## src/rtl/bilbo_pkg.sv

```systemverilog
package bilbo_pkg;
  typedef enum logic [1:0] {
    MODE_PASS = 2'b00,
    MODE_SCAN = 2'b01,
    MODE_GEN  = 2'b10,
    MODE_SIG  = 2'b11
  } bilbo_mode_e;
endpackage

```

## src/rtl/bilbo_galois_step.sv

```systemverilog
// One step of an internal-XOR shift register; inject_i is XORed per stage.
module bilbo_galois_step #(
  parameter int WIDTH = 8,
  parameter logic [WIDTH-1:0] TAPS = 8'h1D
) (
  input  logic [WIDTH-1:0] state_i,
  input  logic [WIDTH-1:0] inject_i,
  output logic [WIDTH-1:0] next_o
);
  logic fb;
  assign fb = state_i[WIDTH-1];

  assign next_o[0] = fb ^ inject_i[0];

  for (genvar i = 1; i < WIDTH; i++) begin : g_stage
    if (TAPS[i]) begin : g_tap
      assign next_o[i] = state_i[i-1] ^ fb ^ inject_i[i];
    end else begin : g_plain
      assign next_o[i] = state_i[i-1] ^ inject_i[i];
    end
  end
endmodule

```

## src/rtl/bilbo_shift_step.sv

```systemverilog
// Serial shift toward the top stage.
module bilbo_shift_step #(
  parameter int WIDTH = 8
) (
  input  logic [WIDTH-1:0] state_i,
  input  logic             serial_i,
  output logic [WIDTH-1:0] next_o
);
  assign next_o = {state_i[WIDTH-2:0], serial_i};
endmodule

```

## src/rtl/bilbo_next_sel.sv

```systemverilog
// Chooses the next state from the candidate paths.
module bilbo_next_sel
  import bilbo_pkg::*;
#(
  parameter int WIDTH = 8
) (
  input  bilbo_mode_e      mode_i,
  input  logic             seed_load_i,
  input  logic [WIDTH-1:0] state_i,
  input  logic [WIDTH-1:0] par_i,
  input  logic [WIDTH-1:0] shift_nxt_i,
  input  logic [WIDTH-1:0] galois_nxt_i,
  output logic [WIDTH-1:0] next_o
);
  localparam logic [WIDTH-1:0] ONE = {{(WIDTH-1){1'b0}}, 1'b1};

  always_comb begin
    if (seed_load_i) begin
      next_o = par_i;
    end else begin
      unique case (mode_i)
        MODE_PASS: next_o = par_i;
        MODE_SCAN: next_o = shift_nxt_i;
        MODE_GEN:  next_o = (state_i == '0) ? ONE : galois_nxt_i;
        MODE_SIG:  next_o = galois_nxt_i;
        default:   next_o = state_i;
      endcase
    end
  end
endmodule

```

## src/rtl/bilbo_reg.sv

```systemverilog
module bilbo_reg
  import bilbo_pkg::*;
#(
  parameter int WIDTH = 8,
  parameter logic [WIDTH-1:0] TAPS = 8'h1D
) (
  input  logic             clk,
  input  logic             rst,
  input  logic [1:0]       mode,
  input  logic             seed_load,
  input  logic [WIDTH-1:0] par_in,
  input  logic             scan_in,
  output logic [WIDTH-1:0] par_out,
  output logic             scan_out
);
  localparam logic [WIDTH-1:0] ONE = {{(WIDTH-1){1'b0}}, 1'b1};

  bilbo_mode_e      mode_e;
  logic [WIDTH-1:0] state_q;
  logic [WIDTH-1:0] inject;
  logic [WIDTH-1:0] shift_nxt;
  logic [WIDTH-1:0] galois_nxt;
  logic [WIDTH-1:0] state_d;

  assign mode_e = bilbo_mode_e'(mode);
  assign inject = (mode_e == MODE_SIG) ? par_in : '0;

  bilbo_shift_step #(.WIDTH(WIDTH)) u_shift (
    .state_i (state_q),
    .serial_i(scan_in),
    .next_o  (shift_nxt)
  );

  bilbo_galois_step #(.WIDTH(WIDTH), .TAPS(TAPS)) u_galois (
    .state_i (state_q),
    .inject_i(inject),
    .next_o  (galois_nxt)
  );

  bilbo_next_sel #(.WIDTH(WIDTH)) u_sel (
    .mode_i      (mode_e),
    .seed_load_i (seed_load),
    .state_i     (state_q),
    .par_i       (par_in),
    .shift_nxt_i (shift_nxt),
    .galois_nxt_i(galois_nxt),
    .next_o      (state_d)
  );

  always_ff @(posedge clk) begin
    if (rst) state_q <= '0;
    else     state_q <= state_d;
  end

  assign par_out  = state_q;
  assign scan_out = state_q[WIDTH-1];

  AST_SEED_LOAD: assert property (@(posedge clk) disable iff (rst)
    seed_load |=> par_out == $past(par_in));
  AST_PASS_LOAD: assert property (@(posedge clk) disable iff (rst)
    (!seed_load && mode == 2'b00) |=> par_out == $past(par_in));
  AST_SCAN_SHIFT: assert property (@(posedge clk) disable iff (rst)
    (!seed_load && mode == 2'b01) |=> par_out == {$past(par_out[WIDTH-2:0]), $past(scan_in)});
  AST_GEN_NONZERO: assert property (@(posedge clk) disable iff (rst)
    (!seed_load && mode == 2'b10) |=> par_out != '0);
  AST_GEN_ZERO_SEED: assert property (@(posedge clk) disable iff (rst)
    (!seed_load && mode == 2'b10 && par_out == '0) |=> par_out == ONE);
  AST_SCAN_OUT_TOP: assert property (@(posedge clk) disable iff (rst)
    scan_out == par_out[WIDTH-1]);
endmodule

```

## config.mk

```make
export PLATFORM = sky130hd
export DESIGN_NAME = bilbo_reg
export DESIGN_NICKNAME = d
export VERILOG_FILES = /design/src/rtl/bilbo_pkg.sv /design/src/rtl/bilbo_galois_step.sv /design/src/rtl/bilbo_shift_step.sv /design/src/rtl/bilbo_next_sel.sv /design/src/rtl/bilbo_reg.sv
export SDC_FILE = /design/constraint.sdc
export NUM_CORES = 1
export LEC_CHECK = 0
export BUFFER_PORTS_ARGS = -buffer_cell sky130_fd_sc_hd__buf_2
export CAP_MARGIN = 5
export CORE_MARGIN = 8
export CORE_UTILIZATION = 45
export DETAILED_ROUTE_END_ITERATION = 7
export HOLD_SLACK_MARGIN = 0.08
export PLACE_DENSITY = 0.73
export SETUP_SLACK_MARGIN = 0.5
export SLEW_MARGIN = 20
export SYNTH_ARGS = -nofsm -noshare
export SYNTH_HDL_FRONTEND = slang
export SYNTH_HIERARCHICAL = 1
export SYNTH_SLANG_ARGS = --single-unit
```

## constraint.sdc

```tcl
create_clock -name clk -period 1.3 [get_ports clk]
set_input_delay 0.13 -clock clk [delete_from_list [all_inputs] [get_ports clk]]
set_output_delay 0.13 -clock clk [all_outputs]
set_load 0.1 [all_outputs]
```

# Word-level counts from Yosys, hierarchy flattened
# Index checks and enable logic that the tools add are counted.
# W data, S select, Z words.
# totals
output_inout_bits,9
register_bits,8
inputBits,14
# op_classes
n_eq_ne,3
n_bitwise,11
n_reduce_logical,2
n_mux,4
# op_table
cell,count
$pmux W8 S4,1
$mux W8,3
$xor A1 B1 Y1,11
$logic_not A8 Y1,1
$eq A2 B2 Y1 const B,2
$eq A2 B1 Y1 const B,1
$logic_not A2 Y1,1

# Depth between registers and ports, before layout
# Gate-level depths: netlist (run 1).
# logic_depth
ltp_word,6
mapped_depth,6
depth_no_buf,6

# Cells and area by module
# The synthesis (run 1) kept the hierarchy.
# by_module_without_submodules
module,instances,cells_per_inst,area_each_um2
bilbo_next_sel,1,44,312.8
bilbo_reg,1,25,267.8
bilbo_galois_step,1,8,115.1
bilbo_shift_step,1,8,60.1

# Least setup slack after synthesis (run 1)
# OpenSTA, ideal clock, no wires.
# synth_timing
path_type,register -> register
from,reg state_q[7] (netlist: par_out[7])
to,reg state_q[2] (netlist: par_out[2])
setup_time_ns,0.114
n_path_buf,0
setup_slack_ns,-0.869
arrival_ns,2.056
stages_incl_launch_ff,4
cell_sequence,dfxtp_1 xor3_1 a221o_1 nor2b_1
# synth_via
elab_chain_len,5
elab_cells_between_ends,6
classes_between,mux: 3; bitwise: 2; reduce/logical: 1
# synth_rtl
element,line,source
start: declaration,bilbo_reg.sv:19,logic [WIDTH-1:0] state_q;
start signal: assignment,bilbo_reg.sv:52,else state_q <= state_d;
$xor A1 B1 Y1 (*) (2 in series),bilbo_galois_step.sv:17,assign next_o[i] = state_i[i-1] ^ fb ^ inject_i[i];
net galois_nxt[2],bilbo_reg.sv:22,logic [WIDTH-1:0] galois_nxt;
$mux W8,bilbo_next_sel.sv:24,MODE_GEN: next_o = (state_i == '0) ? ONE : galois_nxt_i;
$pmux W8 S4 (*),bilbo_next_sel.sv:21,unique case (mode_i)
$mux W8 (*),bilbo_next_sel.sv:18,if (seed_load_i) begin
net state_d[2],bilbo_reg.sv:23,logic [WIDTH-1:0] state_d;
# Mark *: on every way through the listed nets, which the timed path passes. The rest lies on a longest branch.
# A chain may end at the register's enable or synchronous reset.

# Worst setup path after layout (run 1)
# layout_timing
from,reg state_q[4] (netlist: par_out[4])
to,reg state_q[4] (netlist: par_out[4])
# layout_via
elab_chain_len,4
# layout_rtl
element,line
$logic_not A8 Y1,bilbo_next_sel.sv:24
$mux W8,bilbo_next_sel.sv:24
$pmux W8 S4,bilbo_next_sel.sv:21
$mux W8,bilbo_next_sel.sv:18
net state_d[4],bilbo_reg.sv:23
# The timed path passes the listed nets, and every way through them passes these cells.

==> impl_metrics.yaml, run 1 <==
cells_and_area:
  fin_util: 0.692
  drive_gt1_frac: 0.456
  nets: 130
  diodes: 0
  largest_register_ffs: 8
  area_growth_pct: 51.3
  instances_no_fill: 131
critical_path:
  crit_fanout: 7
  critical_path_class: "flop to flop"
  cp-end-kind: "flop"
  worstSetupStartpointType: "flop"
  rr_worst_depth: 4
  cp.arrival_ps: 1590
  crit_required_ps: 1450
floorplan:
  die_w_um: 57.0
  row_count: 15
  ios: 23
  die_h_um: 57.0
  dieArea_um2: 3250
  start_util: 0.458
  core_um2: 1650
job:
  maxCapViolations: 0
drt:
  dr.first_iter.drc_count: 17
  wl_per_cell_um: 16.4
  drc_errors: 0
  firstDrtPassIters: 4
  routed_wl_mm: 2.15
  via_per_inst: 5.58
  num_vias: 731
  ant_nets: 0
power_and_ir_drop:
  ir_worst_vdd_uv: 519
  leakagePower_nw: 0.532
  p_total_mw: 1.02
  power.density_nw_per_um2: 890
timing:
  fmaxAchievable_ghz: 0.694
  finalCriticalPeriod_ps: 1440
  slew_headroom: 0.809
  slew_viol_final: 0
  tightest_slew_ps: 284
  finalWorstSetupSlack_ps: -140
  skew_ps: 8.14
  rsz0062_at_grt: "yes"
  holdWs_ps: 146
  setup_viol: 8
  hold_viol: 0
  post-route-period-util: 1.11
clock_tree:
  numCtsBuffers: 3
  root_buffer: "clkbuf_4"
  cts_buffer_depth: 2
  cts_tree: "yes"
  path_clk_slew_ps: 60
  cts.sinks: 8
  cts.htree.levels: 1
  clk_latency_ps: 250
  cts_hold_buffers: 0
yosys:
  synth_cell_types: 20
  syn_inst: 85
  synth.avg_cell_area_um2: 8.89
  yosys_warnings: 6
  synth_nets: 99
  ys_seq_elements: 8
  synth-seq-area-share: 0.212
  synth_area_um2: 756
outcome:
  status: "finished with violations"
  violations: "setup timing"
placement:
  placed_cells: 126
  globalplace.congestion: 0.859
  port-buffer-count: 22
  hpwlAfterDp_mm: 1.50
  preCtsSetupSlack_ps: -139
global_routing:
  grt_pass1_wl_mm: 3.46
  grt_overflow: 0
  grt_max_degree: 11
  grt_usage: 0.135
  grt_pass1_vias: 751
  antenna_found_initial: 0
hold_path:
  min_path_cells: 2
  hold_class: "input pin to flop"
-- where the power goes --
group	switching, mW	total [mW]	internal [mW]
combinational	0.289	0.530	0.242
clock	0.0850	0.191	0.106
sequential	0.0328	0.297	0.264
-- worst paths after layout --
path / startpoint / endpoint / slack (ps)
setup / recovery: par_out[4] / par_out[4] / -140
hold / removal: rst / par_out[4] / 150
hold reg to reg: par_out[0] / par_out[1] / 810
setup reg to reg: par_out[4] / par_out[4] / -140
-- through the flow --
| stage | area [um^2] | TNS, ps |
|---|---|---|
| 3_5_place_dp | 1000 | -1000 |
| 2_1_floorplan | 786 | -1190 |
| 4_1_cts | 1110 | -710 |
| 6_report | 1140 | -750 |
| 3_3_place_gp | 1000 | -906 |
| 5_1_grt | 1140 | -1270 |
-- synth_stat cells, drive strengths merged --
library cell	count	share of area
a21oi	6	0.040
a221o	7	0.093
a222oi	1	0.013
a31oi	2	0.025
and3	8	0.066
buf	12	0.11
dfxtp	8	0.21
inv	4	0.020
nand2	1	0.0050
nand2b	8	0.066
nand3b	7	0.070
nor2	1	0.0050
nor2b	8	0.066
nor3	1	0.013
nor4	1	0.028
o22ai	2	0.017
xor2	5	0.058
xor3	3	0.094
-- layer usage --
metal	wire length [um]	track usage	vias up
met1	896	0.154	345
li1	-	-	360
met2	1080	0.214	22
met4	44	0.0738	0
met5	0	0	-
met3	123	0.0443	4
-- timing repair --
item | in CTS | in global routing
pin swaps | 2 | 1
buffers inserted | 1 | 1
endpoints found under the setup margin | 17 | 17
resized for setup | 21 | 7
-- logic make-up (layout without fill, tap and decap cells) --
group	Yosys count	in the layout	synth area share
AND/OR/NAND/NOR	35	35	0.320
buffers and inverters	16	45	0.129
XOR/XNOR	8	8	0.152
AO/OA/AOI/OAI	18	18	0.187
flip-flops	8	8	0.212
-- cell usage in the layout, fill, tap and decap left out, drive strengths merged, types with 2 or more instances in the layout --
| cell | n |
|---|---|
| a21oi | 6 |
| a221o | 7 |
| a31oi | 2 |
| and3 | 8 |
| buf | 38 |
| clkbuf | 3 |
| dfxtp | 8 |
| inv | 4 |
| nand2b | 8 |
| nand3b | 7 |
| nor2b | 8 |
| o22ai | 2 |
| xor2 | 5 |
| xor3 | 3 |
-- area by class of cell --
type	count	area, um^2
Inverter	4	15.0
Tap cell	17	21.3
Timing Repair Buffer	38	388
Fill cell	145	508
Sequential cell	8	190
Clock buffer	3	22.5
Multi-Input combinational cell	61	507
-- critical path, cell delays in order (launching register included) --
cell,delay (ps)
dfxtp_4,360
nor4_4,320
a31oi_4,170
a221o_1,360
nor2b_1,120
(Power assumes the default switching activity.)
==> inputs of run 2 (changes only) <==
--- a/config.mk
+++ b/config.mk
@@ -8,10 +8,10 @@
 export BUFFER_PORTS_ARGS = -buffer_cell sky130_fd_sc_hd__buf_2
 export CAP_MARGIN = 5
 export CORE_MARGIN = 8
-export CORE_UTILIZATION = 45
+export CORE_UTILIZATION = 53
 export DETAILED_ROUTE_END_ITERATION = 7
 export HOLD_SLACK_MARGIN = 0.08
-export PLACE_DENSITY = 0.73
+export PLACE_DENSITY = 0.81
 export SETUP_SLACK_MARGIN = 0.5
 export SLEW_MARGIN = 20
 export SYNTH_ARGS = -nofsm -noshare
==> constraint.sdc (replaced) <==
create_clock -name clk -period 1.7 [get_ports clk]
set_input_delay 0.17 -clock clk [delete_from_list [all_inputs] [get_ports clk]]
set_output_delay 0.17 -clock clk [all_outputs]
set_load 0.1 [all_outputs]
==> run 2 against run 1 <==
The run now ends clean. First-iteration DRC count down 12%. Hold slack better by 46 ps. Power is 32% lower. Cell area is 19% lower. Sequential cell count is the same. Combinational power down 39%. Via count decreased by 5.5%. Clock power fell by 24%. Clock-buffer cell count is the same. Register-to-register slack gained 390 ps. Final cell count is 9.9% lower. Setup slack better by 390 ps. Highest routed layer unchanged.
==> impl_metrics.yaml, run 2 (same netlist as run 1, synthesis figures left out) <==
outcome:
  status: "finished clean"
clock_tree:
  cts.sinks: 8
  clk_latency_ps: 250
  cts_hold_buffers: 0
  cts_buffer_depth: 2
  numCtsBuffers: 3
  root_buffer: "clkbuf_4"
  cts.htree.levels: 1
  cts_tree: "yes"
  path_clk_slew_ps: 60
hold_path:
  min_to: "par_out[3]"
  min_path_cells: 2
  hold_class: "input pin to flop"
  min_from: "rst"
placement:
  hpwlAfterDp_mm: 1.31
  placed_cells: 113
  port-buffer-count: 22
  globalplace.congestion: 0.758
power_and_ir_drop:
  ir_worst_vdd_uv: 417
  p_total_mw: 0.693
  leakagePower_nw: 0.443
  power.density_nw_per_um2: 744
global_routing:
  grt_overflow: 0
  grt_pass1_wl_mm: 2.92
  grt_usage: 0.134
  grt_pass1_vias: 686
  grt_max_degree: 18
  antenna_found_initial: 0
cells_and_area:
  nFillCells: 114
  diodes: 0
  final_cell_mix: "13 x buf_2, 12 x buf_4"
  final_common_cell: "buf_2"
  drive_gt1_frac: 0.398
  nets: 119
  largest_register_ffs: 8
  area_growth_pct: 23.2
  instances_no_fill: 118
timing:
  slew_headroom: 0.800
  fmaxAchievable_ghz: 0.687
  tightest_slew_ps: 297
  holdWs_ps: 192
  slew_viol_final: 0
  tns_ps: 0
  hold_viol: 0
  rsz0062_at_grt: "yes"
  skew_ps: 0.958
  setup_viol: 0
  post-route-period-util: 0.856
  finalCriticalPeriod_ps: 1460
floorplan:
  start_util: 0.574
  dieArea_um2: 2890
  die_h_um: 53.8
  core_um2: 1320
  ios: 23
  row_count: 13
  die_w_um: 53.8
critical_path:
  worstSetupStartpointType: "flop"
  crit_required_ps: 1840
  r2r-start: "par_out[5]"
  cp-end-kind: "flop"
  critical_path_class: "flop to flop"
  reg2reg_slack_ps: 240
  cp.arrival_ps: 1590
  r2r_end: "par_out[1]"
  crit_fanout: 7
  rr_worst_depth: 4
  cp-startpoint: "par_out[5]"
drt:
  wl_per_cell_um: 15.2
  via_per_inst: 5.86
  firstDrtPassIters: 6
  ant_nets: 0
  drc_errors: 0
  dr.first_iter.drc_count: 15
  num_vias: 691
  routed_wl_mm: 1.80
job:
  maxCapViolations: 0
[run 2: cell count changes in the layout (fill, tap and decap cells not counted), sizes merged]
cell / before / now
buf: 38 / 27
[run 2: what timing repair did]
item,4_1_cts,5_1_grt
setup buffers,2,0
pin swaps,2,4
gates cloned,0,0
endpoints found under the setup margin,17,10
resized for setup,10,2
[run 2: layout make-up]
cell class / count / area [um^2] / area share
tap: 15 / 18.8 / 0.0202
multi-input combinational: 61 / 507 / 0.544
timing repair buffer: 27 / 178 / 0.191
clock buffer: 3 / 22.5 / 0.0242
inverter: 4 / 15.0 / 0.0161
sequential: 8 / 190 / 0.204
[run 2: worst max path at each step]
| stage | endpoint | slack, ps | depth (start not counted) |
|---|---|---|---|
| floorplan | par_out[2] | 230 | 4 |
| global placement | par_out[3] | 160 | 5 |
| detailed placement | par_out[4] | 140 | 5 |
| CTS | par_out[2] | 280 | 4 |
| global route | par_out[7] | 200 | 4 |
| finish | par_out[1] | 240 | 4 |
[run 2: metal layers]
| metal | part of all wire | track usage | up-vias |
|---|---|---|---|
| met5 | 0 | 0 | - |
| met4 | 0.015 | 0.0756 | 0 |
| met3 | 0.040 | 0.0165 | 2 |
| met2 | 0.47 | 0.222 | 21 |
| met1 | 0.47 | 0.163 | 330 |
| li1 | - | - | 338 |
[run 2: worst max-delay path: stages, from the launching register on]
cell,delay (ps)
dfxtp_4,350
nor4_4,350
a31oi_4,180
a221o_1,340
nor2b_1,120
[run 2: metrics by stage]
stage	util	setup WS [ps]	area [um^2]
after floorplan	-	229	786
after global placement	0.649	157	855
after detailed placement	0.649	141	855
after CTS	0.701	275	923
after global routing	0.707	204	931
final	0.707	245	931
[run 2: power by group]
group / internal [mW] / total (mW) / switching (mW)
clock network: 0.0808 / 0.145 / 0.0643
registers: 0.202 / 0.226 / 0.0239
logic: 0.119 / 0.322 / 0.203
